### src/rtl/alu4_pkg.sv
package alu4_pkg;

  typedef enum logic [3:0] {
    TRM_ZERO,
    TRM_ONES,
    TRM_A,
    TRM_A_OR_B,
    TRM_A_OR_NB,
    TRM_A_AND_B,
    TRM_A_AND_NB,
    TRM_B,
    TRM_NB
  } term_e;

  typedef struct packed {
    term_e x;
    term_e y;
  } term_pair_t;

  // arithmetic code -> (X, Y) term kinds
  function automatic term_pair_t arith_terms(logic [3:0] code);
    term_pair_t t;
    case (code)
      4'b0000: t = '{TRM_A,        TRM_ZERO};
      4'b0001: t = '{TRM_A_OR_B,   TRM_ZERO};
      4'b0010: t = '{TRM_A_OR_NB,  TRM_ZERO};
      4'b0011: t = '{TRM_A,        TRM_A};
      4'b0100: t = '{TRM_A,        TRM_A_AND_B};
      4'b0101: t = '{TRM_A_OR_B,   TRM_A_AND_B};
      4'b0110: t = '{TRM_A,        TRM_B};
      4'b0111: t = '{TRM_A,        TRM_A_AND_NB};
      4'b1000: t = '{TRM_A_OR_B,   TRM_A_AND_NB};
      4'b1001: t = '{TRM_A,        TRM_NB};
      4'b1010: t = '{TRM_A_OR_NB,  TRM_A_AND_B};
      4'b1011: t = '{TRM_A_AND_B,  TRM_ONES};
      4'b1100: t = '{TRM_ZERO,     TRM_ONES};
      4'b1101: t = '{TRM_A_AND_NB, TRM_ONES};
      4'b1110: t = '{TRM_A_OR_NB,  TRM_A};
      default: t = '{TRM_A,        TRM_ONES};
    endcase
    return t;
  endfunction

  function automatic logic term_bit(term_e kind, logic a, logic b);
    logic r;
    case (kind)
      TRM_ZERO:     r = 1'b0;
      TRM_ONES:     r = 1'b1;
      TRM_A:        r = a;
      TRM_A_OR_B:   r = a | b;
      TRM_A_OR_NB:  r = a | ~b;
      TRM_A_AND_B:  r = a & b;
      TRM_A_AND_NB: r = a & ~b;
      TRM_B:        r = b;
      TRM_NB:       r = ~b;
      default:      r = 1'b0;
    endcase
    return r;
  endfunction

endpackage

### src/rtl/alu4_term_dec.sv
module alu4_term_dec
  import alu4_pkg::*;
#(
  parameter int WIDTH = 4
) (
  input  logic [WIDTH-1:0] a_i,
  input  logic [WIDTH-1:0] b_i,
  input  logic [3:0]       sel_i,
  output logic [WIDTH-1:0] x_o,
  output logic [WIDTH-1:0] y_o
);

  term_pair_t pair;
  assign pair = arith_terms(sel_i);

  for (genvar i = 0; i < WIDTH; i++) begin : g_bit
    assign x_o[i] = term_bit(pair.x, a_i[i], b_i[i]);
    assign y_o[i] = term_bit(pair.y, a_i[i], b_i[i]);
  end

endmodule

### src/rtl/alu4_ripple.sv
module alu4_ripple #(
  parameter int WIDTH = 4
) (
  input  logic [WIDTH-1:0] x_i,
  input  logic [WIDTH-1:0] y_i,
  input  logic             cin_i,
  input  logic             en_i,
  output logic [WIDTH-1:0] sum_o,
  output logic             cout_o
);

  logic [WIDTH:0] c;
  // chain disabled -> no carry enters or leaves
  assign c[0] = cin_i & en_i;

  for (genvar i = 0; i < WIDTH; i++) begin : g_stage
    assign sum_o[i] = x_i[i] ^ y_i[i] ^ c[i];
    assign c[i+1]   = ((x_i[i] & y_i[i]) | ((x_i[i] | y_i[i]) & c[i])) & en_i;
  end

  assign cout_o = c[WIDTH];

endmodule

### src/rtl/alu4_group_pg.sv
module alu4_group_pg #(
  parameter int WIDTH = 4
) (
  input  logic [WIDTH-1:0] x_i,
  input  logic [WIDTH-1:0] y_i,
  output logic             pg_o,
  output logic             gg_o
);

  logic [WIDTH-1:0] p, g, gterm;

  assign p = x_i | y_i;
  assign g = x_i & y_i;

  // flat sum of products: g[i] qualified by all propagates above it
  for (genvar i = 0; i < WIDTH; i++) begin : g_term
    logic [WIDTH-1:0] hi_m;
    assign hi_m     = {WIDTH{1'b1}} << (i + 1);
    assign gterm[i] = g[i] & (&(p | ~hi_m));
  end

  assign gg_o = |gterm;
  assign pg_o = &p;

endmodule

### src/rtl/alu4_logic_unit.sv
module alu4_logic_unit #(
  parameter int WIDTH = 4
) (
  input  logic [WIDTH-1:0] a_i,
  input  logic [WIDTH-1:0] b_i,
  input  logic [3:0]       sel_i,
  output logic [WIDTH-1:0] f_o
);

  // code is a truth table indexed by {a,b}
  for (genvar i = 0; i < WIDTH; i++) begin : g_bit
    assign f_o[i] = sel_i[{a_i[i], b_i[i]}];
  end

endmodule

### src/rtl/alu4_lookahead.sv
module alu4_lookahead #(
  parameter int WIDTH = 4
) (
  input  logic [WIDTH-1:0] a_i,
  input  logic [WIDTH-1:0] b_i,
  input  logic [3:0]       sel_i,
  input  logic             mode_i,
  input  logic             carry_i,
  output logic [WIDTH-1:0] f_o,
  output logic             carry_o,
  output logic             grp_prop_o,
  output logic             grp_gen_o
);

  logic [WIDTH-1:0] x, y, sum, lgc;
  logic             arith_en;

  assign arith_en = ~mode_i;

  alu4_term_dec #(.WIDTH(WIDTH)) u_dec (
    .a_i   (a_i),
    .b_i   (b_i),
    .sel_i (sel_i),
    .x_o   (x),
    .y_o   (y)
  );

  alu4_ripple #(.WIDTH(WIDTH)) u_rip (
    .x_i    (x),
    .y_i    (y),
    .cin_i  (carry_i),
    .en_i   (arith_en),
    .sum_o  (sum),
    .cout_o (carry_o)
  );

  alu4_group_pg #(.WIDTH(WIDTH)) u_grp (
    .x_i  (x),
    .y_i  (y),
    .pg_o (grp_prop_o),
    .gg_o (grp_gen_o)
  );

  alu4_logic_unit #(.WIDTH(WIDTH)) u_lgc (
    .a_i   (a_i),
    .b_i   (b_i),
    .sel_i (sel_i),
    .f_o   (lgc)
  );

  assign f_o = mode_i ? lgc : sum;

endmodule

### config.mk
export PLATFORM = sky130hd
export DESIGN_NAME = alu4_lookahead
export DESIGN_NICKNAME = d
export VERILOG_FILES = /design/src/rtl/alu4_pkg.sv /design/src/rtl/alu4_term_dec.sv /design/src/rtl/alu4_ripple.sv /design/src/rtl/alu4_group_pg.sv /design/src/rtl/alu4_logic_unit.sv /design/src/rtl/alu4_lookahead.sv
export SDC_FILE = /design/constraint.sdc
export NUM_CORES = 1
export LEC_CHECK = 0
export CAP_MARGIN = 5
export CORE_UTILIZATION = 60
export DETAILED_ROUTE_END_ITERATION = 8
export GPL_TIMING_DRIVEN = 1
export PLACE_DENSITY = 0.95
export SETUP_SLACK_MARGIN = 0.3
export SLEW_MARGIN = 20
export SYNTH_ARGS = -nofsm -noshare
export SYNTH_HDL_FRONTEND = slang
export SYNTH_HIERARCHICAL = 1
export SYNTH_SLANG_ARGS = --single-unit
export TNS_END_PERCENT = 10
### constraint.sdc
create_clock -name vclk -period 19.6
set_clock_uncertainty 0.15 [all_clocks]
set_input_delay 4.9 -clock vclk [all_inputs]
set_output_delay 4.9 -clock vclk [all_outputs]
set_load 0.01 [all_outputs]
# Yosys cells after proc, flatten, opt, wreduce, memory -nomap -nowiden
# Memory sizes are Yosys's and may differ from the RTL's.
# Index checks and enable logic that the tools add are counted.
# word_totals
n_memories,1
regBits,0
word_cells,97
mem_bits_ro,112
output_inout_bits,7
# op_classes
muxes,17
bitwise,55
reduce_logical,4
eq_ne,16
n_lt_le_gt_ge,4
# mem_list
name,words,width,read_ports,rd_clocked_by_memory_dff,wr,line_no,text
(no name shown),16,7,1,0,0,alu4_pkg.sv:23,case (code)
# op_table
op,n
1-bit case mux with 8 select lines,8
4-bit by 3-bit equality test with 1-bit output (second input constant),8
1-bit AND,24
4-bit by 2-bit equality test with 1-bit output (second input constant),4
1-bit OR,16
2-bit by 3-bit less-than comparator with 1-bit output (second input constant),4
1-bit binary-select mux with 2-bit select,4
4-bit by 1-bit equality test with 1-bit output (second input constant),2
4-bit equality test (second input constant),2
1-bit bitwise XOR,8
1-bit inverter,5
4-bit AND,1
1-bit 2-to-1 mux,4
4-bit 2-to-1 mux,1
4-bit OR,1
4-bit AND reduction,1
4-bit OR reduction,1
3-bit AND reduction,1
2-bit AND reduction,1

# Longest topological paths before layout
# logic_depth
depth_word,16
ltp_mapped,18
depth_no_buf,17

# Hierarchy
# Netlist, hierarchy kept.
# modules_own_cells
module,cells_per_inst,n_inst,area_per_inst_um2
alu4_term_dec,108,1,732.0
alu4_ripple,18,1,145.1
alu4_logic_unit,4,1,90.1
alu4_group_pg,8,1,61.3
alu4_lookahead,5,1,48.8

# Least setup slack after synthesis
# OpenSTA, ideal clock, no wires.
# synth_path
kind,input port to output port
start,input sel_i[1]
end,output f_o[3]
required_time_ns,14.550
arrival_ns,8.613
path_buffers,1
stages,18
slack_ns,5.937
path_cell_list,buf_2 > inv_1 > ha_1 > mux4_2 > inv_1 > and2_1 > a21oi_1 > o311ai_2 > inv_1 > fa_1 > and2b_2 > fa_1 > nand2_1 > fa_1 > nand2b_1 > fa_1 > inv_1 > mux2_2
# synth_between
elab_chain_cells,15
word_cells_on_any_way,45
# synth_rtl
item,line_no,text
start: declaration,alu4_lookahead.sv:6,"input logic [3:0] sel_i,"
memory 16 x 7 bit *,-,
"4-bit equality test, or another cell as far along",alu4_pkg.sv:46,case (kind)
1-bit case mux with 8 select lines *,alu4_pkg.sv:46,
named net y[0],alu4_lookahead.sv:15,"logic [WIDTH-1:0] x, y, sum, lgc;"
1-bit OR,alu4_ripple.sv:18,assign c[i+1] = ((x_i[i] & y_i[i]) | ((x_i[i] | y_i[i]) & c[i])) & en_i;
1-bit AND,alu4_ripple.sv:18,
1-bit OR *,alu4_ripple.sv:18,
1-bit AND * (2 in a row),alu4_ripple.sv:18,
1-bit OR *,alu4_ripple.sv:18,
1-bit AND * (2 in a row),alu4_ripple.sv:18,
1-bit OR *,alu4_ripple.sv:18,
1-bit AND *,alu4_ripple.sv:18,
1-bit bitwise XOR *,alu4_ripple.sv:17,assign sum_o[i] = x_i[i] ^ y_i[i] ^ c[i];
named net sum[3],alu4_lookahead.sv:15,
4-bit 2-to-1 mux *,alu4_lookahead.sv:51,assign f_o = mode_i ? lgc : sum;
end: declaration,alu4_lookahead.sv:9,"output logic [WIDTH-1:0] f_o,"
# The timed path passes the listed nets; every way through them passes the cells marked *. The select of a mux whose other input is x is not followed.

# Worst setup path after layout
# Ends and elaborated chain as after synthesis.

==> summary by stage <==
Outcome
The run finished with clean final reports.

Cells and area
The final layout contains a sequential cell count of 0. The fraction of the core area covered by cells at the end of the flow is 80.7%. The clock buffer count is 0.

The number of filler cells placed in the layout is 106. The top cell types in the final layout, fill and taps aside, are sky130_fd_sc_hd__clkdlybuf4s50_1 (21), sky130_fd_sc_hd__inv_1 (20), sky130_fd_sc_hd__nor2_1 (10). In the final layout, flip-flops and latches occupy 0 um^2.

The antenna diode instance count is 0. The layout overhead on the synthesized area is 19.4%. The commonest non-fill, non-tap cell in the layout is sky130_fd_sc_hd__clkdlybuf4s50_1. At the end of the flow, the number of nets in the layout was 184. Of the cells placed in the final design, the portion with a size suffix greater than 1 is 11.9%.

Floorplanning
The area of the die is 1970 um^2. The starting utilization of the core area is 67.6%. From left edge to right edge, the die measures 44.4 um. The core area is 1590 um^2. The die extent in y is 44.4 um. During I/O placement, the number of pins put on the boundary was 21. The floorplan row count is 14.

Place
The congestion estimate from routability-driven global placement came to 0.892. The count of input and output buffers is 21. The HPWL after detailed placement is 2360 um.

Clock network
After clock tree synthesis, the flow added hold-fix buffers numbering 0. After clock tree synthesis, the setup repair step added 0 buffers. Gates resized during post-CTS repair numbered 0.

STA
The number of max-slew violations in the final report is 0. The post-route worst hold slack is 10.93 ns. Subtracting the final worst setup slack from the clock period gives 15.30 ns.

Setup violations remaining at the end of the flow were counted as 0. For this run, the top clock speed supported by timing is 0.0654 GHz. Setup repair after global routing left no endpoint under its margin. The worst max-slew margin expressed relative to the limit is 41.8%. Adding up every negative setup slack in the final design gives 0 ns. The hold violation total from the final report is 0. The measured slew at the worst slew-check pin is 0.863 ns. After layout, the worst path uses 78.0% of the clock period.

Detailed routing
In the routed design, unresolved DRC markers number 0. The routed via count divided by cell count is 6.71. The detail route stage leaves a number of antenna-violating nets equal to 0. The routed design has 2970 um of wire. The via total after detailed routing is 1228. The violation count after the first detailed-route iteration is 55. Before antenna repair, the detailed router went through 6 iterations. The mean routed wirelength per cell is 16.2 um.

GRT
The global-route wire length before repair is 4910 um. The residual overflow from global routing is 0. Global routing consumed, over all layers together, 32.6% of the routing resources.

The initial antenna violation count is 0. Entering global routing, the biggest net connects 23 pins. The via count of the first global-routing pass is 1105.

Setup path
The critical path data arrival time is 10.25 ns. The slowest library cell on the worst path is sky130_fd_sc_hd__clkdlybuf4s50_1. The peak per-stage delay on the critical path is 0.79 ns. The top fanout value on the critical path is 16.

STA classifies the critical path endpoint as an output port. Counting both buffers and inverters, the worst setup path holds a total of 6. The kind of launch point of the worst setup path is an input port. The signal on the critical path passes through clkdlybuf4s50_1 -> inv_1 -> ha_1 -> mux4_2 -> inv_1 -> and2_1 -> a21oi_1 -> o311ai_2 -> inv_1 -> fa_1 -> and2b_2 -> fa_1 -> nand2_1 -> fa_1 -> nand2b_1 -> fa_1 -> inv_1 -> mux2_2 -> clkdlybuf4s50_1. The critical path is of the input port to output port type. At the worst endpoint, the required time is 14.55 ns. Among cell families on the critical path, the largest total delay comes from buffers and inverters.

Logic synthesis
The number of instances in the synthesized netlist is 143. Summing every instance area after synthesis gives 1080 um^2. The share of the Yosys chip area taken by registers is 0%.

The Yosys step of the flow raised 6 warnings. Synthesis produced a netlist with a net count of 166. Each instance of the synthesized netlist takes up on average 7.53 um^2. Synthesis instantiated 47 different standard cells from the library.

Hold path
The kind of path behind the tightest hold check is input port to output port.

Power
Summed over all cells, the static leakage comes to 0.538 nW. The worst-case IR drop observed on VDD is 0.0290 mV. The power density over the cells is 38.5 nW/um^2.

Flow run
The number of maximum-capacitance violations is 0.
-- metrics by stage --
stage	instances	total power [mW]	setup slack (ns)	cell area (um^2)
3_3_place_gp	183	0.0464	4.55	1290
3_5_place_dp	183	0.0487	4.38	1290
2_1_floorplan	143	0.0307	5.94	1080
6_report	183	0.0495	4.30	1290
4_1_cts	183	0.0489	4.37	1290
5_1_grt	183	0.0536	4.02	1290
-- cells in the mapped netlist, drive strengths merged (3+ instances only) --
master	instances	area [um^2]
a211oi	6	45.0
nand2	9	33.8
mux2	6	67.6
fa	4	80.1
mux4	5	113
mux2i	4	40.0
nand2b	3	18.8
ha	5	62.6
nor2b	4	25.0
a31oi	3	18.8
buf	5	31.3
o21ai	6	30.0
nand3	6	30.0
nor2	10	37.5
a21oi	8	43.8
inv	20	75.1
-- final timing paths --
check / from / to / slack (ns) / cells after the start
worst min-delay path: mode_i / f_o[1] / 10.93 / 3
worst max-delay path: sel_i[1] / f_o[3] / 4.30 / 19
-- logic make-up after synthesis --
kind of cell,after synthesis,synth area share [%]
mux,15,20.4
fa+ha+maj,9,13.2
buf+inv,25,9.87
simple gates,44,21.6
compound gates,50,34.8
-- routing by layer --
layer	routed length (um)	up-vias	global-route usage (%)
li1	-	572	-
met1	1210	581	44.6
met2	1480	69	57.6
met3	245	6	1.63
met4	42	0	5.45
met5	0	-	0
-- report_power, final --
group | internal (mW) | switching, mW
Combinational | 0.0245 | 0.0250
Sequential | 0 | 0
Clock | 0 | 0
Total | 0.0245 | 0.0250
-- final cells by class --
class / count / area [um^2] / share of cell area [%]
multi-input combinational: 118 / 971 / 75.5
timing repair buffer: 21 / 210 / 16.3
tap: 24 / 30.0 / 2.33
inverter: 20 / 75.1 / 5.84
Note: power is estimated with default switching activity, not from simulation.
